===== config.mk =====
export PLATFORM = sky130hd
export DESIGN_NAME = csr_checkstop_reg
export DESIGN_NICKNAME = d
export VERILOG_FILES = /design/src/rtl/csr_pkg.sv /design/src/rtl/csr_src_bank.sv /design/src/rtl/csr_ctl_fields.sv /design/src/rtl/csr_checkstop_reg.sv
export SDC_FILE = /design/constraint.sdc
export NUM_CORES = 1
export LEC_CHECK = 0
export ABC_CLOCK_PERIOD_IN_PS = 1100
export BUFFER_PORTS_ARGS = -buffer_cell sky130_fd_sc_hd__buf_2
export CAP_MARGIN = 20
export CORE_MARGIN = 8
export CORE_UTILIZATION = 40
export CTS_BUF_LIST = sky130_fd_sc_hd__clkbuf_4
export CTS_CLUSTER_DIAMETER = 30
export DETAILED_ROUTE_END_ITERATION = 10
export HOLD_SLACK_MARGIN = 0.02
export PLACE_DENSITY_LB_ADDON = 0.15
export SETUP_SLACK_MARGIN = 0.1
export SYNTH_ARGS = -nofsm -noshare
export SYNTH_HDL_FRONTEND = slang
export SYNTH_SLANG_ARGS = --single-unit

===== constraint.sdc =====
create_clock -name clk -period 1.1 [get_ports clk]
set_clock_uncertainty 0.15 [all_clocks]
set_input_delay 0.055 -clock clk [delete_from_list [all_inputs] [get_ports clk]]
set_output_delay 0.055 -clock clk [all_outputs]
set_load 0.03 [all_outputs]

===== src/rtl/csr_pkg.sv =====
package csr_pkg;
  localparam int REG_W    = 32;
  localparam int N_COND   = 15;
  localparam int MODE_POS = 0;
  localparam int ERR_POS  = 1;

  function automatic int en_pos(input int i);
    return (i < N_COND - 1) ? 16 - i : 31;
  endfunction

  function automatic int src_pos(input int i);
    return (i < N_COND - 1) ? 30 - i : 2;
  endfunction

  function automatic logic [N_COND-1:0] pick_en(input logic [REG_W-1:0] v);
    logic [N_COND-1:0] r;
    for (int i = 0; i < N_COND; i++) r[i] = v[en_pos(i)];
    return r;
  endfunction

  function automatic logic [N_COND-1:0] pick_src(input logic [REG_W-1:0] v);
    logic [N_COND-1:0] r;
    for (int i = 0; i < N_COND; i++) r[i] = v[src_pos(i)];
    return r;
  endfunction
endpackage


===== src/rtl/csr_src_bank.sv =====
module csr_src_bank #(
  parameter int N = 15,
  parameter logic [N-1:0] RST_SRC = '0
) (
  input  logic         clk,
  input  logic         hard_rst,
  input  logic [N-1:0] cond,
  input  logic [N-1:0] en,
  input  logic         wr,
  input  logic [N-1:0] wr_keep,
  output logic [N-1:0] src
);
  for (genvar i = 0; i < N; i++) begin : g_bit
    logic clr;
    assign clr = wr & ~wr_keep[i];
    always_ff @(posedge clk) begin
      if (hard_rst) src[i] <= RST_SRC[i];
      else          src[i] <= (src[i] & ~clr) | (cond[i] & en[i]);
    end


    src_set_gated_chk: assert property (@(posedge clk) disable iff (hard_rst)
      $past(!hard_rst) && !src[i] && !(cond[i] && en[i]) |=> !src[i]);

    cond_wins_chk: assert property (@(posedge clk) disable iff (hard_rst)
      cond[i] && en[i] |=> src[i]);

    sticky_chk: assert property (@(posedge clk) disable iff (hard_rst)
      src[i] && !(wr && !wr_keep[i]) |=> src[i]);
  end
endmodule


===== src/rtl/csr_ctl_fields.sv =====
module csr_ctl_fields #(
  parameter int N = 15,
  parameter logic [N-1:0] RST_EN = '0,
  parameter logic RST_MODE = 1'b0
) (
  input  logic         clk,
  input  logic         hard_rst,
  input  logic         bist_fail,
  input  logic         wr,
  input  logic [N-1:0] wr_en_bits,
  input  logic         wr_mode,
  output logic [N-1:0] en,
  output logic         mode,
  output logic         cache_err
);
  always_ff @(posedge clk) begin
    if (hard_rst) begin
      en        <= RST_EN;
      mode      <= RST_MODE;
      cache_err <= bist_fail;
    end else if (wr) begin
      en   <= wr_en_bits;
      mode <= wr_mode;
    end
  end


  err_hold_chk: assert property (@(posedge clk) disable iff (hard_rst)
    $past(!hard_rst) |-> $stable(cache_err));

  en_write_chk: assert property (@(posedge clk) disable iff (hard_rst)
    wr |=> en == $past(wr_en_bits));
endmodule


===== src/rtl/csr_checkstop_reg.sv =====
module csr_checkstop_reg
  import csr_pkg::*;
#(
  parameter logic [REG_W-1:0] RESET_VAL = 32'h8001_0080
) (
  input  logic              clk,
  input  logic              hard_rst,
  input  logic              bist_fail,
  input  logic [N_COND-1:0] err_cond,
  input  logic              sw_we,
  input  logic [REG_W-1:0]  sw_wdata,
  output logic [REG_W-1:0]  rd_data,
  output logic              checkstop_req,
  output logic              snoop_hp_en
);
  localparam logic [N_COND-1:0] RST_EN  = pick_en(RESET_VAL);
  localparam logic [N_COND-1:0] RST_SRC = pick_src(RESET_VAL);

  logic [N_COND-1:0] en, src, wr_en_bits, wr_src_bits;
  logic mode, cache_err;
  logic unused_err_wbit;

  assign wr_en_bits      = pick_en(sw_wdata);
  assign wr_src_bits     = pick_src(sw_wdata);
  assign unused_err_wbit = sw_wdata[ERR_POS];

  csr_ctl_fields #(.N(N_COND), .RST_EN(RST_EN), .RST_MODE(RESET_VAL[MODE_POS])) u_ctl (
    .clk(clk), .hard_rst(hard_rst), .bist_fail(bist_fail), .wr(sw_we),
    .wr_en_bits(wr_en_bits), .wr_mode(sw_wdata[MODE_POS]),
    .en(en), .mode(mode), .cache_err(cache_err));

  csr_src_bank #(.N(N_COND), .RST_SRC(RST_SRC)) u_src (
    .clk(clk), .hard_rst(hard_rst), .cond(err_cond), .en(en),
    .wr(sw_we), .wr_keep(wr_src_bits), .src(src));

  always_ff @(posedge clk) begin
    if (hard_rst) checkstop_req <= 1'b0;
    else          checkstop_req <= |src;
  end

  always_comb begin
    rd_data = '0;
    for (int i = 0; i < N_COND; i++) begin
      rd_data[en_pos(i)]  = en[i];
      rd_data[src_pos(i)] = src[i];
    end
    rd_data[MODE_POS] = mode;
    rd_data[ERR_POS]  = cache_err;
  end

  assign snoop_hp_en = mode;


  req_follows_chk: assert property (@(posedge clk) disable iff (hard_rst)
    (src != '0) |=> checkstop_req);

  req_quiet_chk: assert property (@(posedge clk) disable iff (hard_rst)
    (src == '0) |=> !checkstop_req);
endmodule


==> results of run 1 <==
-- power by group through the flow --
stage | clock, mW | sequential (mW) | combinational, mW
after floorplan | 0 | 1.47 | 0.153
after global placement | 0 | 1.34 | 0.465
after detailed placement | 0 | 1.34 | 0.471
after CTS | 0.683 | 1.34 | 0.717
after global routing | 0.731 | 1.35 | 0.801
final | 0.678 | 1.34 | 0.753
-- timing repair --
action                     in CTS  in global routing
resized for setup              90                 13
setup endpoints to repair      35                 35
hold endpoints to repair       33                  9
pin swaps                       0                  0
setup buffers                   9                  2
-- final cells by class --
class | count | share of cell area, %
sequential | 33 | 28.7
tap | 33 | 1.61
clock buffer | 6 | 1.75
inverter | 1 | 0.146
clock inverter | 2 | 0.390
multi-input combinational | 82 | 19.8
timing repair buffer | 143 | 47.6
antenna | 1 | 0.0975
-- logic make-up after synthesis --
kind of cell | count (synthesis)
buffers and inverters | 9
AND/OR/NAND/NOR | 35
multiplexers | 13
flip-flops | 33
AO/OA/AOI/OAI | 34
-- flip-flops by register name, indices dropped and copies added (netlist names) --
signal,cells
u_src.src,15
checkstop_req,1
u_ctl.mode,1
u_ctl.en,15
u_ctl.cache_err,1
-- routing by layer --
layer	vias up	global-route usage [%]	share of wire (%)
met2	48	38.4	57
met3	6	8.19	8.1
met5	-	0	0
met4	0	7.39	0.87
met1	677	18.3	34
li1	711	-	-
-- stage by stage --
step	hold WS (ps)	util, %	TNS [ps]	cell area (um^2)	cells
2_1_floorplan	3.52	-	0	1220	124
3_3_place_gp	82.5	55.9	0	1650	234
3_5_place_dp	86.3	55.9	0	1650	234
4_1_cts	-33.6	84.6	0	2500	298
5_1_grt	-30.6	86.9	-31.7	2560	300
6_report	-33.6	86.9	0	2570	301
-- worst paths after layout --
check	endpoint
setup / recovery	rd_data[1]
hold / removal	u_ctl.en[11]
setup reg to reg	checkstop_req
hold reg to reg	u_src.src[2]
-- cells in the final DEF, fill, tap and decap left out --
cell type | netlist | final
a211o_1 | 3 | 3
a21oi_1 | 15 | 15
a41oi_1 | 1 | 1
buf_12 | 1 | 2
buf_2 | 1 | 49
buf_4 | 3 | 11
buf_6 | 1 | 34
clkbuf_4 | 0 | 6
clkinv_2 | 0 | 2
dfxtp_2 | 0 | 22
dfxtp_4 | 0 | 10
diode_2 | 0 | 1
dlygate4sd3_1 | 0 | 47
edfxtp_1 | 1 | 1
inv_1 | 1 | 1
mux2i_1 | 13 | 13
nand2_1 | 15 | 15
nor2_1 | 13 | 13
nor2b_1 | 3 | 3
nor3_1 | 1 | 1
nor4_4 | 0 | 3
o21ai_0 | 15 | 15
==> flow_metrics.env, run 1 <==
export IMPL_status="finished with violations"
export IMPL_violations="hold timing"
export IMPL_hp_class="input pin to flop"
export IMPL_hp_start="hard_rst"
export IMPL_hold_ws_ps=-33.6
export IMPL_report_power_total_mw=2.77
export IMPL_start_kind="flop"
export IMPL_drt_wl_total_um=5050
export IMPL_critPathLaunch="u_ctl.cache_err"
export IMPL_multi_input_area_um2=508
export IMPL_numCtsBuffers=5
export IMPL_ys_warn_count=0
export IMPL_drcViolationCount=0
export IMPL_synth_seq_cells=33
export IMPL_r2r_start="u_src.src[12]"
export IMPL_synthXorXnorAreaFrac_pct=0
export IMPL_cell_internal_pwr_mw=1.96
export IMPL_yosys_top_cells_count="dfxtp_1 (32), a21oi_1 (15), nand2_1 (15), o21ai_0 (15)"
export IMPL_cp_end_kind="output pin"
export IMPL_layout_area_seq_um2=736
export IMPL_drive_gt1_share_pct=52.1
export IMPL_clock_root_buffer="clkbuf_4"
export IMPL_clkTransAtPathRegs_ps=100
export IMPL_synth_edf_count=1
export IMPL_p_switching_uw=816
export IMPL_dr_total_vias=1442
export IMPL_antenna_found_initial=0
export IMPL_critPathTopFamily="flip-flops"
export IMPL_start_util_pct=40.8
export IMPL_synth_simple_gate_area_share_pct=12.3
export IMPL_chipWidth_um=70.9
export IMPL_syn_cell_area_um2=1200
export IMPL_grt_ovfl_total=0
export IMPL_first_iter_violations=30
export IMPL_fmax_mhz=923
export IMPL_ys_flop_type="dfxtp_1"
export IMPL_place_ws_ps=11.7
export IMPL_pwr_share_comb_pct=27.2
export IMPL_path_depth=1
export IMPL_tritoncts="done"
export IMPL_clock_latency_ps=340
export IMPL_power_frac_clock_pct=24.5
export IMPL_netlist_instances=124
export IMPL_synth_top_area_share_pct=53.2
export IMPL_hpwl_um=2700
export IMPL_crit_chain="buf_6"
export IMPL_cap_violations=0
export IMPL_vdd_drop_max_v=0.000847
export IMPL_yosys_area_share_adder_pct=0
export IMPL_relSlewSlack_pct=72.0
export IMPL_synthMuxAreaShare_pct=10.8
export IMPL_critPathKind="flop to output pin"
export IMPL_drv_slew=0
export IMPL_wl_per_cell_um=16.8
export IMPL_die_area_um2=5020
export IMPL_r2r_cells=2
export IMPL_power_density_nw_per_um2=1080
export IMPL_seq_area_frac_synth_pct=55.7
export IMPL_yosysMostFrequentCell="dfxtp_1"
export IMPL_synth_compound_area_share_pct=15.4
export IMPL_gr_usage_all_layers_pct=20.1
export IMPL_async_flop_share_pct=0
export IMPL_leakagePower_nw=1.19
export IMPL_hold_violations=9
export IMPL_seq_power_share_pct=48.4
export IMPL_clockBufferDepth=2
export IMPL_fin_nets=317
export IMPL_clock_sinks=33
export IMPL_crit_fanout=1
export IMPL_worst_pin_slew_ps=419
export IMPL_fp_coreArea_um2=2950
export IMPL_fp_dieH_um=70.9
export IMPL_setup_viol=0
export IMPL_rsz0062_at_grt="true"
export IMPL_switching_share_pct=29.4
export IMPL_io_pins=85
export IMPL_avgSynthCellArea_um2=9.71
export IMPL_cp_arrival_ps=880
export IMPL_h_tree_depth=2
export IMPL_nFillCells=174
export IMPL_synth_cell_type_count=18
export IMPL_synth_top_family_by_area="compound AO/OA/AOI/OAI gates"
export IMPL_hold_buffers=47
export IMPL_grt_pass1_wl_um=7870
export IMPL_grt_pass1_vias=1577
export IMPL_required_ps=890
export IMPL_postSynthNetCount=175
export IMPL_max_stage_delay_ps=390
export IMPL_crit_slowest_cell="edfxtp_1"
export IMPL_layout_setup_ws_ps=16.6
export IMPL_synth_area_top_cells="dfxtp_1 (53%), mux2i_1 (11%), a21oi_1 (6.2%)"
export IMPL_yosysTopAreaCell="dfxtp_1"
export IMPL_finalWeightedCongestion=0.717
export IMPL_hold_path_depth=2
export IMPL_rows=20
export IMPL_r2r_slack_ps=60
export IMPL_drtPass1Iterations=2
export IMPL_grt_start_max_net_pins=21
export IMPL_port_buffers=83
export IMPL_critical_path_buf_inv_count=1
export IMPL_detail_route_antenna_nets=0
export IMPL_via_per_inst=4.79
export IMPL_period_share_pct=98.5
export IMPL_area_delta_synth_final_pct=113
export IMPL_finalCriticalPeriod_ps=1080
(Power assumes the default switching activity.)
==> run 2: changes to the inputs <==
Settings changed: CORE_UTILIZATION 40 to 45, SYNTH_HIERARCHICAL set to 1.
==> run 2 against run 1 <==
The run still ends with hold timing left. Sequential share of layout area fell by 2.7 points. Routed wire length is 4.7% higher. Global-route usage rose by 0.36 points. Register-to-register slack barely moved. First-iteration DRC count increased by 100%. Sequential power about the same. Clock power is 3.4% higher. Count of clock-buffer cells in the layout is 2 higher. Critical path depth did not move. Cell area grew 8.5%. Largest cell class unchanged.
==> flow_metrics.env, run 2 <==
export IMPL_status="finished with violations"
export IMPL_violations="hold timing"
export IMPL_tns_ps=0
export IMPL_start_util_pct=47.3
export IMPL_h_tree_depth=2
export IMPL_grtUsageMet1_pct=18.8
export IMPL_layout_setup_ws_ps=27.0
export IMPL_crit_slowest_cell="edfxtp_1"
export IMPL_finalCriticalPeriod_ps=1070
export IMPL_final_util_pct=91.3
export IMPL_first_iter_violations=61
export IMPL_numCtsBuffers=5
export IMPL_drtPass1Iterations=5
export IMPL_synth_top_family_by_area="simple AND/OR/NAND/NOR gates"
export IMPL_synth_top_area_share_pct=44.4
export IMPL_synth_area_top_cells="dfxtp_1 (44%), mux2i_1 (9.0%), o22ai_2 (8.7%)"
export IMPL_grt_start_max_net_pins=35
export IMPL_cp_arrival_ps=870
export IMPL_design_area_um2=2790
export IMPL_synthMuxAreaShare_pct=9.01
export IMPL_nFillCells=135
export IMPL_drv_slew=0
export IMPL_clock_sinks=33
export IMPL_port_buffers=83
export IMPL_seq_power_share_pct=46.8
export IMPL_period_share_pct=97.5
export IMPL_cp_end_kind="output pin"
export IMPL_seq_area_frac_synth_pct=46.4
export IMPL_area_delta_synth_final_pct=93.0
export IMPL_synthXorXnorAreaFrac_pct=0
export IMPL_grt_use_met2_pct=38.7
export IMPL_hp_class="input pin to flop"
export IMPL_power_density_nw_per_um2=1040
export IMPL_antenna_found_initial=0
export IMPL_leakagePower_nw=1.28
export IMPL_chipWidth_um=72.6
export IMPL_hold_buffers=47
export IMPL_tritoncts="done"
export IMPL_fin_nets=332
export IMPL_p_switching_uw=814
export IMPL_yosysMostFrequentCell="dfxtp_1"
export IMPL_final_common_cell="buf_2"
export IMPL_fp_dieH_um=72.6
export IMPL_switching_share_pct=28.2
export IMPL_synth_compound_area_share_pct=13.3
export IMPL_crit_fanout=1
export IMPL_cell_internal_pwr_mw=2.07
export IMPL_synth_cell_type_count=19
export IMPL_reg_top3="u_ctl/en: 15 flops, u_src/src: 15 flops"
export IMPL_pwr_share_comb_pct=28.9
export IMPL_avgSynthCellArea_um2=10.3
export IMPL_required_ps=890
export IMPL_finalWeightedCongestion=0.733
export IMPL_clockBufferDepth=2
export IMPL_hold_ws_ps=-36.7
export IMPL_wl_per_cell_um=16.2
export IMPL_fmax_mhz=932
export IMPL_drcViolationCount=0
export IMPL_vdd_drop_max_v=0.000874
export IMPL_start_kind="flop"
export IMPL_use_met3_pct=6.46
export IMPL_rsz0062_at_grt="true"
export IMPL_dr_total_vias=1533
export IMPL_yosysTopAreaCell="dfxtp_1"
export IMPL_yosys_area_share_adder_pct=0
export IMPL_setup_viol=0
export IMPL_synth_simple_gate_area_share_pct=24.1
export IMPL_crit_chain="buf_6"
export IMPL_hold_violations=5
export IMPL_post_dp_cell_area_um2=1890
export IMPL_power_frac_clock_pct=24.3
export IMPL_postSynthNetCount=191
export IMPL_die_area_um2=5280
export IMPL_detail_route_antenna_nets=0
export IMPL_netlist_instances=140
export IMPL_fp_coreArea_um2=3050
export IMPL_final_cell_mix="buf_2 (49), dlygate4sd3_1 (47), buf_6 (35), dfxtp_2 (27)"
export IMPL_clock_latency_ps=330
export IMPL_critPathTopFamily="flip-flops"
export IMPL_dpl_cell_count=260
export IMPL_critPathKind="flop to output pin"
export IMPL_syn_cell_area_um2=1440
export IMPL_rows=20
export IMPL_fin_cells=327
export IMPL_grt_ovfl_total=0
export IMPL_via_per_inst=4.69
export IMPL_grt_pass1_wl_um=8260
export IMPL_gr_usage_all_layers_pct=20.4
export IMPL_worst_pin_slew_ps=220
export IMPL_ys_warn_count=6
export IMPL_cap_violations=0
export IMPL_clock_root_buffer="clkbuf_4"
export IMPL_grt_pass1_vias=1696
export IMPL_grt_busiest_layer="met2"
export IMPL_relSlewSlack_pct=85.2
export IMPL_yosys_top_cells_count="dfxtp_1 (32), nand2_1 (15), nand2b_1 (15)"
export IMPL_drt_wl_total_um=5290
export IMPL_critical_path_buf_inv_count=1
export IMPL_drive_gt1_share_pct=53.5
export IMPL_ys_flop_type="dfxtp_1"
export IMPL_place_ws_ps=0.0402
export IMPL_clkTransAtPathRegs_ps=90
export IMPL_report_power_total_mw=2.89
export IMPL_io_pins=85
export IMPL_async_flop_share_pct=0
export IMPL_max_stage_delay_ps=390
export IMPL_synth_seq_cells=33
export IMPL_synth_edf_count=1
==> run 2: power by group through the flow <==
stage | registers, mW | logic [mW] | clock network [mW]
4_1_cts | 1.35 | 0.804 | 0.740
3_5_place_dp | 1.35 | 0.551 | 0
6_report | 1.35 | 0.835 | 0.701
3_3_place_gp | 1.34 | 0.541 | 0
5_1_grt | 1.36 | 0.883 | 0.773
2_1_floorplan | 1.48 | 0.224 | 0
==> run 2: cell type report <==
cell class / count / area, um^2 / share of cell area, %
Antenna cell: 1 / 2.50 / 0.0898
Clock buffer: 8 / 60.1 / 2.16
Multi-Input combinational cell: 97 / 701 / 25.1
Sequential cell: 33 / 723 / 26.0
Tap cell: 44 / 55.1 / 1.98
Timing Repair Buffer: 144 / 1240 / 44.7
==> run 2: cells by family after synthesis <==
logic type,count (synthesis)
flip-flops,33
buffers and inverters,10
AO/OA/AOI/OAI,19
multiplexers,13
AND/OR/NAND/NOR,65
==> run 2: what timing repair did <==
item	in CTS	in global routing
pin swaps	0	1
endpoints found under the hold margin	34	18
buffers inserted	11	0
setup endpoints to repair	35	36
gates resized for setup	89	8
==> run 2: layer usage <==
metal	vias to the layer above	routed length, um
met5	-	0
met4	0	164
met3	14	306
met2	56	2900
met1	705	1910
li1	758	-
==> run 2: tightest hold or removal path, delay by kind of cell <==
family        cells  cell delay [ps]
simple gates      1               50
buf+inv           2              300
==> run 2: worst paths after layout <==
kind	start	to	slack (ps)	cells after the start
min	hard_rst	u_ctl/en[5]	-40	3
max reg2reg	u_src/src[1]	checkstop_req	50	2
min reg2reg	u_src/src[13]	u_src/src[13]	360	2
max	u_ctl/cache_err	rd_data[1]	30	1
